`src/rtl/sio_csr_pkg.sv`:
```
package sio_csr_pkg;

  localparam int unsigned NUM_EV = 5;
  localparam int unsigned EV_RXP = 0;
  localparam int unsigned EV_TXP = 1;
  localparam int unsigned EV_OVR = 2;
  localparam int unsigned EV_TXE = 3;
  localparam int unsigned EV_RXE = 4;
  localparam int unsigned LVL_W  = 6;

  typedef struct packed {
    logic       loop;
    logic       tx_ie;
    logic       rx_ie;
    logic       tx_de;
    logic       rx_de;
    logic       en;
    logic       lvl_tx;
    logic       flow;
    logic [2:0] parity;
    logic       two_stop;
    logic [1:0] dlen;
  } ctl_t;

  function automatic ctl_t ctl_unpack(input logic [31:0] w);
    ctl_t c;
    c.dlen     = w[1:0];
    c.two_stop = w[2];
    c.parity   = w[6:4];
    c.flow     = w[12];
    c.lvl_tx   = w[14];
    c.en       = w[15];
    c.rx_de    = w[16];
    c.tx_de    = w[17];
    c.rx_ie    = w[18];
    c.tx_ie    = w[19];
    c.loop     = w[20];
    return c;
  endfunction

  function automatic logic [31:0] ctl_pack(input ctl_t c);
    logic [31:0] w;
    w        = '0;
    w[1:0]   = c.dlen;
    w[2]     = c.two_stop;
    w[6:4]   = c.parity;
    w[12]    = c.flow;
    w[14]    = c.lvl_tx;
    w[15]    = c.en;
    w[16]    = c.rx_de;
    w[17]    = c.tx_de;
    w[18]    = c.rx_ie;
    w[19]    = c.tx_ie;
    w[20]    = c.loop;
    return w;
  endfunction

endpackage

```
`src/rtl/sio_fifo.sv`:
```
module sio_fifo #(
  parameter int unsigned WIDTH = 8,
  parameter int unsigned DEPTH = 16,
  localparam int unsigned PW   = $clog2(DEPTH),
  localparam int unsigned CW   = $clog2(DEPTH + 1)
) (
  input  logic             clk_i,
  input  logic             rst_ni,
  input  logic             clr_i,
  input  logic             push_i,
  input  logic [WIDTH-1:0] data_i,
  input  logic             pop_i,
  output logic [WIDTH-1:0] data_o,
  output logic             empty_o,
  output logic             full_o,
  output logic [CW-1:0]    level_o
);

  logic [WIDTH-1:0] mem_q [DEPTH];
  logic [PW-1:0]    wr_q, rd_q;
  logic [CW-1:0]    cnt_q;
  logic             do_push, do_pop;

  assign empty_o = (cnt_q == '0);
  assign full_o  = (cnt_q == CW'(DEPTH));
  assign level_o = cnt_q;
  assign data_o  = mem_q[rd_q];
  assign do_push = push_i & ~full_o & ~clr_i;
  assign do_pop  = pop_i & ~empty_o & ~clr_i;

  function automatic logic [PW-1:0] nxt(input logic [PW-1:0] p);
    return (p == PW'(DEPTH - 1)) ? '0 : p + 1'b1;
  endfunction

  always_ff @(posedge clk_i) begin
    if (do_push) mem_q[wr_q] <= data_i;
  end

  always_ff @(posedge clk_i or negedge rst_ni) begin
    if (!rst_ni) begin
      wr_q  <= '0;
      rd_q  <= '0;
      cnt_q <= '0;
    end else if (clr_i) begin
      wr_q  <= '0;
      rd_q  <= '0;
      cnt_q <= '0;
    end else begin
      if (do_push) wr_q <= nxt(wr_q);
      if (do_pop)  rd_q <= nxt(rd_q);
      case ({do_push, do_pop})
        2'b10:   cnt_q <= cnt_q + 1'b1;
        2'b01:   cnt_q <= cnt_q - 1'b1;
        default: cnt_q <= cnt_q;
      endcase
    end
  end

endmodule

```
`src/rtl/sio_sticky.sv`:
```
module sio_sticky (
  input  logic clk_i,
  input  logic rst_ni,
  input  logic set_i,
  input  logic clr_i,
  output logic q_o
);

  // set wins over a same-cycle clear
  always_ff @(posedge clk_i or negedge rst_ni) begin
    if (!rst_ni) q_o <= 1'b0;
    else         q_o <= set_i | (q_o & ~clr_i);
  end

endmodule

```
`src/rtl/sio_csr.sv`:
```
module sio_csr
  import sio_csr_pkg::*;
#(
  parameter int unsigned ADDR_W   = 12,
  parameter int unsigned TX_DEPTH = 16,
  parameter int unsigned RX_DEPTH = 16
) (
  input  logic              clk_i,
  input  logic              rst_ni,
  input  logic              req_i,
  input  logic              we_i,
  input  logic [ADDR_W-1:0] addr_i,
  input  logic [31:0]       wdata_i,
  output logic [31:0]       rdata_o,
  output logic [7:0]        tx_data_o,
  output logic              tx_valid_o,
  input  logic              tx_ready_i,
  input  logic              tx_busy_i,
  input  logic [7:0]        rx_data_i,
  input  logic              rx_valid_i,
  input  logic              rx_err_i,
  input  logic              cts_i,
  output logic              rts_o,
  output logic [1:0]        data_len_o,
  output logic              two_stop_o,
  output logic [2:0]        parity_o,
  output logic              loopback_o,
  output logic              engine_en_o,
  output logic              dma_rx_req_o,
  output logic              dma_tx_req_o,
  output logic              irq_o
);

  localparam int unsigned TXLW = $clog2(TX_DEPTH + 1);
  localparam int unsigned RXLW = $clog2(RX_DEPTH + 1);

  ctl_t              ctl_q;
  logic              sel_ctl, sel_rxd, sel_txd, sel_sts;
  logic              en_w, rx_ie_w;
  logic              tx_push, tx_pop, tx_empty, tx_full;
  logic              rx_push, rx_pop, rx_empty, rx_full;
  logic [7:0]        rx_head, last_rx_q, rx_rd;
  logic [TXLW-1:0]   tx_lvl;
  logic [RXLW-1:0]   rx_lvl;
  logic [LVL_W-1:0]  lvl_w;
  logic [NUM_EV-1:0] ev_set, ev_clr, ev_q;
  logic [31:0]       sts_w;

  assign sel_ctl = req_i & (addr_i == ADDR_W'('h000));
  assign sel_rxd = req_i & (addr_i == ADDR_W'('h004));
  assign sel_txd = req_i & (addr_i == ADDR_W'('h008));
  assign sel_sts = req_i & (addr_i == ADDR_W'('h00C));

  always_ff @(posedge clk_i or negedge rst_ni) begin
    if (!rst_ni)               ctl_q <= '0;
    else if (sel_ctl && we_i)  ctl_q <= ctl_unpack(wdata_i);
  end

  assign en_w    = ctl_q.en;
  assign rx_ie_w = ctl_q.rx_ie;

  assign tx_push    = sel_txd & we_i & en_w;
  assign tx_valid_o = en_w & ~tx_empty & (~ctl_q.flow | cts_i);
  assign tx_pop     = tx_valid_o & tx_ready_i;

  sio_fifo #(.WIDTH(8), .DEPTH(TX_DEPTH)) u_tx_fifo (
    .clk_i, .rst_ni, .clr_i(~en_w),
    .push_i(tx_push), .data_i(wdata_i[7:0]), .pop_i(tx_pop),
    .data_o(tx_data_o), .empty_o(tx_empty), .full_o(tx_full), .level_o(tx_lvl)
  );

  assign rx_push = rx_valid_i & en_w;
  assign rx_pop  = sel_rxd & ~we_i & en_w;

  sio_fifo #(.WIDTH(8), .DEPTH(RX_DEPTH)) u_rx_fifo (
    .clk_i, .rst_ni, .clr_i(~en_w),
    .push_i(rx_push), .data_i(rx_data_i), .pop_i(rx_pop),
    .data_o(rx_head), .empty_o(rx_empty), .full_o(rx_full), .level_o(rx_lvl)
  );

  // an empty read repeats the last byte popped
  always_ff @(posedge clk_i or negedge rst_ni) begin
    if (!rst_ni)                  last_rx_q <= '0;
    else if (rx_pop && !rx_empty) last_rx_q <= rx_head;
  end
  assign rx_rd = rx_empty ? last_rx_q : rx_head;

  always_comb begin
    ev_set         = '0;
    ev_set[EV_RXP] = ~rx_empty & ctl_q.rx_ie;
    ev_set[EV_TXP] = ~tx_full & ctl_q.tx_ie;
    ev_set[EV_OVR] = rx_push & rx_full;
    ev_set[EV_TXE] = tx_push & tx_full;
    ev_set[EV_RXE] = rx_push & rx_err_i;
  end

  for (genvar g = 0; g < NUM_EV; g++) begin : g_ev
    assign ev_clr[g] = sel_sts & we_i & wdata_i[g];
    sio_sticky u_ev (
      .clk_i, .rst_ni, .set_i(ev_set[g]), .clr_i(ev_clr[g]), .q_o(ev_q[g])
    );
  end

  assign rts_o = ~(ctl_q.flow & rx_full);
  assign lvl_w = ctl_q.lvl_tx ? LVL_W'(tx_lvl) : LVL_W'(rx_lvl);

  always_comb begin
    sts_w                    = '0;
    sts_w[NUM_EV-1:0]        = ev_q;
    sts_w[5]                 = rx_empty;
    sts_w[6]                 = tx_full;
    sts_w[7]                 = cts_i;
    sts_w[8]                 = rts_o;
    sts_w[10]                = tx_empty;
    sts_w[11 +: LVL_W]       = lvl_w;
    sts_w[17]                = tx_busy_i;
  end

  always_comb begin
    rdata_o = '0;
    if (sel_ctl)      rdata_o = ctl_pack(ctl_q);
    else if (sel_rxd) rdata_o = {24'b0, rx_rd};
    else if (sel_sts) rdata_o = sts_w;
  end

  assign irq_o        = ev_q[EV_RXP] | ev_q[EV_TXP];
  assign dma_rx_req_o = ctl_q.rx_de & ~rx_empty;
  assign dma_tx_req_o = ctl_q.tx_de & en_w & ~tx_full;
  assign data_len_o   = ctl_q.dlen;
  assign two_stop_o   = ctl_q.two_stop;
  assign parity_o     = ctl_q.parity;
  assign loopback_o   = ctl_q.loop;
  assign engine_en_o  = en_w;

endmodule

```
`config.mk`:
```
export PLATFORM = sky130hd
export DESIGN_NAME = sio_csr
export DESIGN_NICKNAME = d
export VERILOG_FILES = /design/src/rtl/sio_csr_pkg.sv /design/src/rtl/sio_fifo.sv /design/src/rtl/sio_sticky.sv /design/src/rtl/sio_csr.sv
export SDC_FILE = /design/constraint.sdc
export NUM_CORES = 1
export LEC_CHECK = 0
export BUFFER_PORTS_ARGS = -buffer_cell sky130_fd_sc_hd__buf_2
export CAP_MARGIN = 0
export CORE_MARGIN = 4
export CORE_UTILIZATION = 45
export DETAILED_ROUTE_END_ITERATION = 7
export GPL_TIMING_DRIVEN = 0
export MAX_ROUTING_LAYER = met4
export SYNTH_ARGS = -nofsm -noshare
export SYNTH_HDL_FRONTEND = slang
export SYNTH_SLANG_ARGS = --single-unit
```
`constraint.sdc`:
```
create_clock -name clk_i -period 7.5 [get_ports clk_i]
set_input_delay 0.75 -clock clk_i [delete_from_list [all_inputs] [get_ports clk_i]]
set_output_delay 0.75 -clock clk_i [all_outputs]
set_load 0.05 [all_outputs]
```
### Yosys cells after proc, flatten, opt, wreduce, memory -nomap -nowiden

Memories as Yosys holds them, arrays and structs flattened.
Cells that the tools add are included.

* bits in registers: 53
* memory bits (writable): 256
* output and inout port bits: 53
* memories kept: 2

Memories
* u_rx_fifo.mem_q: depth 16, bits a word 8, read ports 1, clocked after memory_dff 0, write ports 1, line sio_fifo.sv:19 `logic [WIDTH-1:0] mem_q [DEPTH];`
* u_tx_fifo.mem_q: depth 16, bits a word 8, read ports 1, clocked after memory_dff 0, write ports 1, line sio_fifo.sv:19

* add/subtract/negate cells: 8
* eq/ne operators: 19
* muxes and demuxes: 25
* bitwise operators: 59
* reductions and logical operators: 6

Operator list (number)
* $mux 4: 12
* $and 1x1->1: 40
* $mux 18: 2
* $eq 12x4->1 const B: 2
* $mux 21: 1
* $pmux 5 s2: 2
* $add 4x1->4 const B: 4
* $eq 4x4->1 const B: 4
* $mux 5: 3
* $eq 12x3->1 const B: 1
* $logic_not 12->1: 1
* $not 1->1: 12
* $add 5x1->5 const B: 2
* $eq 5x5->1 const B: 2
* $logic_not 5->1: 2
* $sub 5x1->5 const B: 2
* $mux 8: 1
* $ne 2x1->1 const B: 4
* $or 1x1->1: 7
* $ne 3x1->1 const B: 2
* $eq 2x1->1 const B: 2
* $eq 2x2->1 const B: 2
* $mux 1: 4
* $logic_and 1x1->1: 2
* $logic_not 1->1: 1

### Logic depth before layout (Yosys ltp)

* depth in word-level cells: 10
* mapped depth: 11
* gate-level depth less buffers: 10

### Modules after synthesis

Synthesis repeated with hierarchy kept, for this count alone.

* cell total of the unflattened synthesis: 887
* area total of the unflattened synthesis: 13584.3 µm²

By module, submodules not included
* sio_fifo at u_rx_fifo: times used 1, cells each 357, area an instance 5925.7 µm², seq. area each 4169.0 µm²
* sio_fifo at u_tx_fifo: times used 1, cells each 356, area an instance 5870.6 µm², seq. area each 4169.0 µm²
* sio_csr: times used 1, cells each 159, area an instance 1606.5 µm², seq. area each 550.5 µm²
* sio_sticky: times used 5, cells each 3, area an instance 36.3 µm², seq. area each 25.0 µm²

### Least setup slack after synthesis

No wires, ideal clock.

* kind: in2out
* start: in addr_i[4]
* end: out rdata_o[0]
* data arrival time: 3.098 ns
* required time: 6.750 ns
* setup slack: 3.652 ns
* stages: 5
* path buffers: 1
* cell sequence: or4_4 > buf_6 > nor4_4 > nand2_1 > o21ai_0

* word-level cells in the longest chain between the ends: 5
* elaborated cells between the ends (all ways): 9
* those cells by class: eq/ne (2); mux (3); bitwise (3); reduce/logical (1)

Ends and longest elaborated chain
* from (decl): line sio_csr.sv:12 `input logic [ADDR_W-1:0] addr_i,`
* $eq 12x4->1: line sio_csr.sv:52 `assign sel_sts = req_i & (addr_i == ADDR_W'('h00C));`
* $and 1x1->1: line sio_csr.sv:52
* $mux 18: line sio_csr.sv:123 `else if (sel_sts) rdata_o = sts_w;`
* $mux 18: line sio_csr.sv:122 `else if (sel_rxd) rdata_o = {24'b0, rx_rd};`
* $mux 21 (*): line sio_csr.sv:121 `if (sel_ctl) rdata_o = ctl_pack(ctl_q);`
* to (decl): line sio_csr.sv:14 `output logic [31:0] rdata_o,`

Every way passes the cells marked *; elsewhere a longest branch is shown, timed or not.

### Final worst setup path

* start: reg u_rx_fifo.rd_q[1]
* end: out rdata_o[5]

* word-level cells in the longest chain between the ends: 4

Ends and longest elaborated chain
* from (decl): line sio_fifo.sv:20 `logic [PW-1:0] wr_q, rd_q;`
* from (signal assigned): line sio_fifo.sv:50 `if (do_pop) rd_q <= nxt(rd_q);`
* $mem_v2 16x8
* $mux 8: line sio_csr.sv:86 `assign rx_rd = rx_empty ? last_rx_q : rx_head;`
* $mux 18: line sio_csr.sv:122
* $mux 21: line sio_csr.sv:121

No other way between the ends.

==> impl_metrics.py <==
metrics = {
    "die": {
        "dieWidth_um": 181,
        "core_um2": 29000,
        "die_height_um": 181,
        "initial_core_util_pct": 46.2,
        "ios": 114,
        "dieArea_um2": 32600,
        "rows": 62,
    },
    "timing": {
        "maxSlewHeadroom_pct": 35.3,
        "hold_slack_ns": 0.146,
        "fin_crit_sh_pct": 55.2,
        "setup_viol": 0,
        "fin_skew_ns": 0.0274,
        "rsz0062_at_grt": "no",
        "finalMaxSlewViolations": 0,
        "finalSetupTns_ns": 0,
        "finalHoldViolCount": 0,
        "fmax_mhz": 241,
        "post-route-min-period_ns": 4.14,
        "worstMarginPinSlew_ns": 0.962,
    },
    "yosys": {
        "avgSynthCellArea_um2": 16.6,
        "yosysSeqAreaShare_pct": 67.3,
        "netlist.area_leader.share_pct": 57.4,
        "yosys.cell_types.count": 62,
        "synth_ff_type": "edfxtp_1",
        "synth_cells": 805,
        "synth_area_um2": 13400,
        "async_flop_share_pct": 17.2,
        "ys_ff_latch": 309,
        "synth_top_cells_by_area": "edfxtp_1 57%, mux4_2 11%, dfrtp_1 9.9%, ha_1 1.4%, mux2_2 1.3%",
        "synth_edf_count": 256,
        "yosys_warnings": 0,
        "synth_top_cell_by_area": "edfxtp_1",
    },
    "clocking": {
        "clock_sinks": 309,
        "clockBufferDepth": 3,
        "postCtsHoldBufs": 0,
        "cts_tree": "yes",
        "postCtsResizedCells": 0,
        "numCtsBuffers": 34,
        "clkTransAtPathRegs_ns": 0.06,
        "htreeDepth": 2,
        "cts_setup_buffers": 0,
        "clk_latency_ns": 0.51,
        "root_buffer": "clkbuf_16",
    },
    "global_route": {
        "grt_pass1_wl_um": 46700,
        "grt_max_degree": 54,
        "first_global_vias": 7530,
        "overflow": 0,
        "antenna_found_initial": 0,
        "grt_usage_pct": 19.2,
    },
    "pwr": {
        "p_leak_nw": 5.51,
        "power_density_nw_per_um2": 226,
        "vdd_drop_max_mv": 0.184,
    },
    "setup_path": {
        "slowest_stage": "buf_1",
        "end_kind": "output pin",
        "cp_data_arrival_time_ns": 3.39,
        "slowest_delay_ns": 0.58,
        "cp_cell_sequence": "buf_1 > buf_1 > mux4_2 > a22oi_1 > nand3_1 > inv_1 > o21ai_0 > buf_2",
        "start_kind": "flop",
        "crit_fanout": 10,
        "path_class": "flop to output pin",
        "critPathRequiredTime_ns": 6.75,
        "critical_path.most_common_cell": "buf_1",
    },
    "place": {
        "io_buffers": 85,
        "hpwl_um": 20800,
        "place_congestion": 0.864,
    },
    "layout": {
        "final_common_cell": "edfxtp_1",
        "antennaDiodeCount": 0,
        "area_delta_synth_final_pct": 15.0,
        "nets": 1017,
        "mostFrequentLayoutCells": "256 x edfxtp_1, 100 x buf_2, 67 x mux4_2",
        "drive_above_1_share_pct": 28.5,
    },
    "drt": {
        "dr.pass1.iters": 5,
        "viasPerCell": 5.56,
        "num_vias": 7473,
        "ant_nets": 0,
        "wirelength_um": 30500,
        "post_drt_wl_per_cell_um": 22.7,
        "drc": 0,
        "drtIter0Drc": 521,
    },
    "run": {
        "maxCapViolCount": 0,
    },
    "hold_path": {
        "hold_path.class": "input port to async pin",
    },
    "outcome": {
        "status": "finished, final reports clean",
    },
}
-- worst paths after layout --
path	startpoint	to	slack (ns)	cells past startpoint
max in group asynchronous	rst_ni	u_rx_fifo.wr_q[3]	6.80	2
worst min-delay path	rst_ni	u_tx_fifo.rd_q[2]	0.15	1
worst max-delay path	u_rx_fifo.rd_q[1]	rdata_o[5]	3.36	8
worst max register to register	u_tx_fifo.level_o[0]	u_tx_fifo.level_o[4]	4.21	9
min in group clk_i	wdata_i[18]	rx_ie_w	0.47	2
worst min register to register	g_ev[3].u_ev.q_o	g_ev[3].u_ev.q_o	0.49	2
-- sequential cells by signal, summed over array words and instances (netlist names), 5 cells and up --
register and flops:
g_ev.u_ev.q_o 5, u_tx_fifo.mem_q 128, u_rx_fifo.mem_q 128, u_tx_fifo.level_o 5
ctl_q 5, last_rx_q 8, u_rx_fifo.level_o 5
-- synthesized netlist by cell type, types with 3 or more instances --
cell / instances
ha_1: 15
dfrtp_1: 53
mux2i_1: 16
nand3_1: 18
o21ai_0: 19
a21boi_0: 4
a21o_1: 3
clkbuf_1: 21
a22o_1: 4
a222oi_1: 3
or3_1: 3
o221ai_1: 6
mux2_4: 10
o22ai_1: 3
buf_2: 13
a22oi_1: 4
nor4_4: 3
a32o_1: 4
and2_1: 25
nand4_1: 5
nor2_1: 28
nand2b_1: 13
mux4_2: 67
and3_1: 10
buf_4: 18
or4_1: 3
edfxtp_1: 256
a21oi_1: 31
a31oi_1: 3
buf_1: 3
inv_1: 17
nor3_1: 8
mux2_2: 16
xnor2_1: 7
nand2_1: 48
nor2b_1: 7
xor2_1: 4
nor4_1: 3
-- final cells by class --
| class | instances | area (µm²) |
|---|---|---|
| fill | 2403 | 13600 |
| sequential | 309 | 9010 |
| multi-input combinational | 433 | 4050 |
| clock buffer | 44 | 920 |
| tap | 384 | 480 |
| timing repair buffer | 88 | 455 |
| buffer | 57 | 313 |
| clock inverter | 13 | 104 |
| inverter | 17 | 63.8 |
-- metal layers --
| metal | track usage (%) | routed length (µm) | vias to the layer above |
|---|---|---|---|
| met4 | 4.26 | 667 | 0 |
| met1 | 25.9 | 12800 | 3821 |
| met3 | 3.03 | 1570 | 52 |
| met5 | - | 0 | - |
| met2 | 31.2 | 15400 | 189 |
| li1 | - | - | 3411 |
-- critical path, delay by kind of cell (launching register included) --
| family | cells | cell delay (ns) |
|---|---|---|
| AOI/OAI and AO/OA | 2 | 0.32 |
| buffers and inverters | 4 | 1.54 |
| DFF | 1 | 0.50 |
| muxes | 1 | 0.34 |
| and+or+nand+nor | 1 | 0.18 |
-- stage by stage --
step / area, µm² / std cells / power [mW] / util (%) / worst slack [ns]
2_1_floorplan: 13400 / 816 / 1.92 / - / 3.65
3_3_place_gp: 14300 / 1285 / 1.97 / 49.4 / 3.55
3_5_place_dp: 14400 / 1287 / 1.97 / 49.5 / 3.61
4_1_cts: 15400 / 1344 / 3.51 / 53.0 / 3.31
5_1_grt: 15400 / 1345 / 3.59 / 53.1 / 3.17
6_report: 15400 / 1345 / 3.47 / 53.1 / 3.36
-- cells by family (layout without fill, tap and decap cells) --
group,Yosys count,in the layout,synth area share [%]
buffers and inverters,74,219,2.81
XOR/XNOR,11,11,0.719
multiplexers,109,109,14.9
adder cells (fa/ha/maj),16,16,1.55
AND/OR/NAND/NOR,187,187,7.77
flip-flops,309,309,67.3
other,1,12,0.0280
AO/OA/AOI/OAI,98,98,4.89
-- power breakdown --
part	internal [mW]	leakage [nW]	total [mW]	switching, mW
Combinational	0.0181	1.97	0.0740	0.0559
Sequential	1.86	3.04	1.86	0.000497
Clock	0.898	0.499	1.54	0.641
Total	2.78	5.51	3.47	0.698
Power figures use the tool's default switching activity.
